--- config.mk ---
export PLATFORM = sky130hd
export DESIGN_NAME = flash_status_gen
export DESIGN_NICKNAME = d
export VERILOG_FILES = /design/src/rtl/flash_status_gen.sv
export SDC_FILE = /design/constraint.sdc
export NUM_CORES = 1
export LEC_CHECK = 0
export BUFFER_PORTS_ARGS = -buffer_cell sky130_fd_sc_hd__buf_2
export CORE_AREA = 2 2 39 41
export DETAILED_ROUTE_END_ITERATION = 10
export DIE_AREA = 0 0 41 43
export PLACE_DENSITY_LB_ADDON = 0.15
export REMOVE_ABC_BUFFERS = 1
export SETUP_SLACK_MARGIN = 0.05
export SYNTH_ARGS = -nofsm -noshare
export SYNTH_HDL_FRONTEND = slang
export SYNTH_SLANG_ARGS = --single-unit
--- constraint.sdc ---
create_clock -name clk -period 1.1 [get_ports clk]
set_input_delay 0.11 -clock clk [delete_from_list [all_inputs] [get_ports clk]]
set_output_delay 0.11 -clock clk [all_outputs]
set_load 0.02 [all_outputs]
--- src/rtl/flash_status_gen.sv ---
module flash_status_gen #(
  parameter int DW = 8
) (
  input  logic          clk,
  input  logic          rst_n,
  input  logic          op_busy,
  input  logic          op_erase,
  input  logic          erase_susp,
  input  logic          addr_in_susp,
  input  logic          time_limit,
  input  logic          erase_begun,
  input  logic          reset_busy,
  input  logic          ce_n,
  input  logic          oe_n,
  input  logic [DW-1:0] prog_data,
  input  logic [DW-1:0] array_data,
  output logic [DW-1:0] rd_data,
  output logic          ready
);

  logic rd_strobe, strb_q, rd_end;
  logic tog6, tog2;
  logic susp_hit;

  assign rd_strobe = ~ce_n & ~oe_n;
  assign rd_end    = strb_q & ~rd_strobe;
  assign susp_hit  = ~op_busy & erase_susp & addr_in_susp;

  always_ff @(posedge clk) begin
    if (!rst_n) begin
      strb_q <= 1'b0;
      tog6   <= 1'b0;
      tog2   <= 1'b0;
      ready  <= 1'b1;
    end else begin
      strb_q <= rd_strobe;
      ready  <= ~(op_busy | reset_busy);
      if (rd_end && op_busy)  tog6 <= ~tog6;
      if (rd_end && susp_hit) tog2 <= ~tog2;
    end
  end

  always_comb begin
    rd_data = array_data;
    if (op_busy) begin
      rd_data    = '0;
      rd_data[7] = op_erase ? 1'b0 : ~prog_data[7];
      rd_data[6] = tog6;
      rd_data[5] = time_limit;
      rd_data[3] = op_erase & erase_begun;
      rd_data[2] = tog2;
    end else if (susp_hit) begin
      rd_data    = '0;
      rd_data[7] = 1'b1;
      rd_data[6] = tog6;
      rd_data[2] = tog2;
    end
  end

  assert_busy_ready_R6: assert property (@(posedge clk) disable iff (!rst_n)
    (op_busy || reset_busy) |=> !ready);
  assert_idle_ready_R6: assert property (@(posedge clk) disable iff (!rst_n)
    (!op_busy && !reset_busy) |=> ready);
  assert_toggle_flip_R3: assert property (@(posedge clk) disable iff (!rst_n)
    (rd_end && op_busy) |=> (tog6 != $past(tog6)));
  assert_freeze_idle_R10: assert property (@(posedge clk) disable iff (!rst_n)
    !op_busy |=> $stable(tog6));
  assert_dq2_hold_R9: assert property (@(posedge clk) disable iff (!rst_n)
    op_busy |=> $stable(tog2));
  assert_dq2_outside_R8: assert property (@(posedge clk) disable iff (!rst_n)
    (!erase_susp || !addr_in_susp) |=> $stable(tog2));
  assert_stable_in_read_R3: assert property (@(posedge clk) disable iff (!rst_n)
    (rd_strobe && strb_q) |=> $stable(tog6));

endmodule

==> results summary <==
The transition time at the pin with the least slew margin came out at 0.193 ns. For this design, the slowest cell found on the critical path is dfxtp_2. For this run the aggregate overflow at the end of global routing stands at 0. The via count of the first global-routing pass came out at 282. The weighted congestion at the end of routability-driven global placement is 0.627.

The final worst-path cycle share is 0.959. In this run the standard cell core region covers 1380 µm². The finished cells cover 470 µm².

The slack of the worst reg-to-reg path came out at 0.08 ns. The final critical delay including setup and external delays came out at 1.06 ns. The final-report max-slew violation count is 0.

The floorplan die height came out at 43 µm. STA classifies the critical path startpoint as a register. The total of endpoints with negative setup slack in the final report is 0. In the layout the commonest cells are buf_2 (26), and2_1 (4), clkbuf_4 (3), buf_6 (3). The share of cells above drive strength 1 came out at 0.661. No sink is reached through more buffers than the 2 on the longest clock path.

The maximum single-stage delay on the critical path is 0.31 ns. The initial cell density of the core came out at 0.175. The root buffer cell is clkbuf_4. The sum of negative setup slack is 0 ns. The initial antenna violation count came out at 0. The largest total area in the synthesized netlist belongs to dfxtp_1. The final antenna-violating net count is 0. Headroom to the max-slew limit came out at 0.870. The placed instance area came out at 407 µm². In the routed design, unresolved DRC markers number 0. The final-report hold violation count came to 0. The distinct cell type count after synthesis is 18. The worst setup path is captured at an output pin. In the final layout, flip-flops and latches occupy 82.6 µm². The routed length per instance is 9.11 µm. The critical path goes through mux2_4 > buf_6.

The top achievable clock speed is 948 MHz. TritonCTS built the clock tree. The pin count of the biggest net entering global routing is 7.

The growth of design area from synthesis to finish is 93.8%. The number of buffers added by the clock tree synthesis step is 3. The first routing iteration left 3 violations. The final worst clock skew is 0.000970 ns. The total number of H-tree levels came out at 1. The worst path required time is 0.99 ns. After synthesis, the cell types taking the most area are dfxtp_1 (33%), and2_1 (10%), mux2_2 (9.3%).

The mean instance size in the synthesized netlist is 9.34 µm². The number of antenna diodes in the final layout is 0. The library cell used most frequently in the layout, excluding fill and tap cells, is buf_2.

The maximum fanout along the worst path is 2. Grouping stages by cell kind, the critical path spends the most delay in flip-flops. The aggregate global-route resource usage is 0.0954. Counting flops and latches in the post-synthesis netlist gives 4. The worst path buffer plus inverter count came out at 1. The standard-cell row count is 14. The number of warnings issued by yosys is 0. The share of the Yosys chip area taken by registers is 0.330. The net count reported at finish came out at 88.

The count of max-cap constraint violations is 0. The detailed router placed 295 vias in this run. The later pin in the worst-skew pair is clocked with a latency of 0.23 ns. The area enclosed by the die boundary is 1760 µm². Setup repair after global routing could not meet its margin everywhere. The tree built by TritonCTS fans out to 4 sinks. The post-CTS clock slew at the launch and capture registers of the worst setup and hold paths is 0.04 ns. The multi-input logic area is 163 µm². The standby leakage power is 0.000239 µW. The first TritonRoute pass finished after 3 iterations. The combined area of all synthesized cells came out at 243 µm².

The portion of synthesized cell area occupied by the leading cell type came out at 0.330. The path class of the tightest hold or removal check is in2reg. The first global-routing pass estimated 1080 µm of wire. The worst setup path is of the reg2out kind. The count of fill cells added during filler insertion came out at 155. The peak ir drop on the vdd network is 0.373 mV. The average via count per standard cell came out at 3.93. The power density over cell area came out at 1030 nW/µm². During I/O placement, the number of pins put on the boundary was 36. The count of input and output buffers came out at 28. The chip width came out at 41 µm.

The detailed placement HPWL came out at 561 µm. Summed over all layers, the routed wires come to 683 µm. The run finished with clean final reports. The synthesized instance count came out at 26.

The data arrival time at the worst-slack endpoint is 0.95 ns.
-- cell usage after synthesis --
cell	number
a21oi_2	1
a21oi_1	1
o211ai_1	1
buf_6	1
a22o_1	1
inv_1	1
dfxtp_1	4
a21boi_1	1
o21ai_0	2
mux2_2	2
nor3b_1	1
xnor2_1	1
nand2_1	1
and2_1	4
o21a_1	1
a32o_1	1
or4_1	1
o31ai_1	1
-- report_power, final --
| part | internal, µW | switching, µW | total [µW] |
|---|---|---|---|
| clock network | 122 | 60.3 | 182 |
| logic | 76.3 | 71.1 | 147 |
| registers | 152 | 1.90 | 153 |
| total | 350 | 133 | 483 |
-- registers in the layout, summed over array words and instances (netlist names) --
| signal | cells |
|---|---|
| ready | 1 |
| tog6 | 1 |
| strb_q | 1 |
| tog2 | 1 |
-- worst reg2reg max path: stages (launching register included) --
cell and delay, ns:
dfxtp_2 0.31, or4_1 0.52, a21boi_1 0.12
-- cell families after synthesis --
group                     synth area share
and+or+nand+nor                      0.180
buffers and inverters               0.0618
DFF                                  0.330
xor gates and xnor gates            0.0361
AOI/OAI and AO/OA                    0.299
muxes                               0.0928
-- final cells by class --
class / count / area share
Sequential cell: 4 / 0.176
Multi-Input combinational cell: 20 / 0.346
Clock buffer: 3 / 0.0479
Inverter: 1 / 0.00798
Tap cell: 16 / 0.0426
Timing Repair Buffer: 31 / 0.380
-- final timing paths --
check	start	end	cells past startpoint
worst min-delay path	reset_busy	ready	2
worst max-delay path	tog6	rd_data[6]	2
worst min register to register	tog2	tog2	2
worst max register to register	tog2	tog2	2
-- metrics by stage --
stage	instances	util	hold slack, ns	power [µW]	setup slack (ns)
after floorplan	25	-	0.185	217	0.110
after global placement	71	0.294	0.291	286	0.0319
after detailed placement	71	0.294	0.297	286	0.0414
after CTS	75	0.337	0.0494	494	0.0392
after global routing	75	0.340	0.0660	517	0.0174
final	75	0.340	0.0565	483	0.0450
-- layer usage --
| metal | up-vias | wire (µm) | GRT usage |
|---|---|---|---|
| li1 | 164 | - | - |
| met1 | 119 | 309 | 0.109 |
| met5 | - | 0 | 0 |
| met2 | 10 | 312 | 0.125 |
| met4 | 0 | 13 | 0.120 |
| met3 | 2 | 47 | 0.0157 |
-- repair_timing --
action                                  CTS  global route
endpoints found under the setup margin    2             4
pin swaps                                 0             1
buffers inserted                          1             0
hold buffers                              0             0
resized for setup                         9             2
No activity file was read; power rests on OpenSTA's default activity.
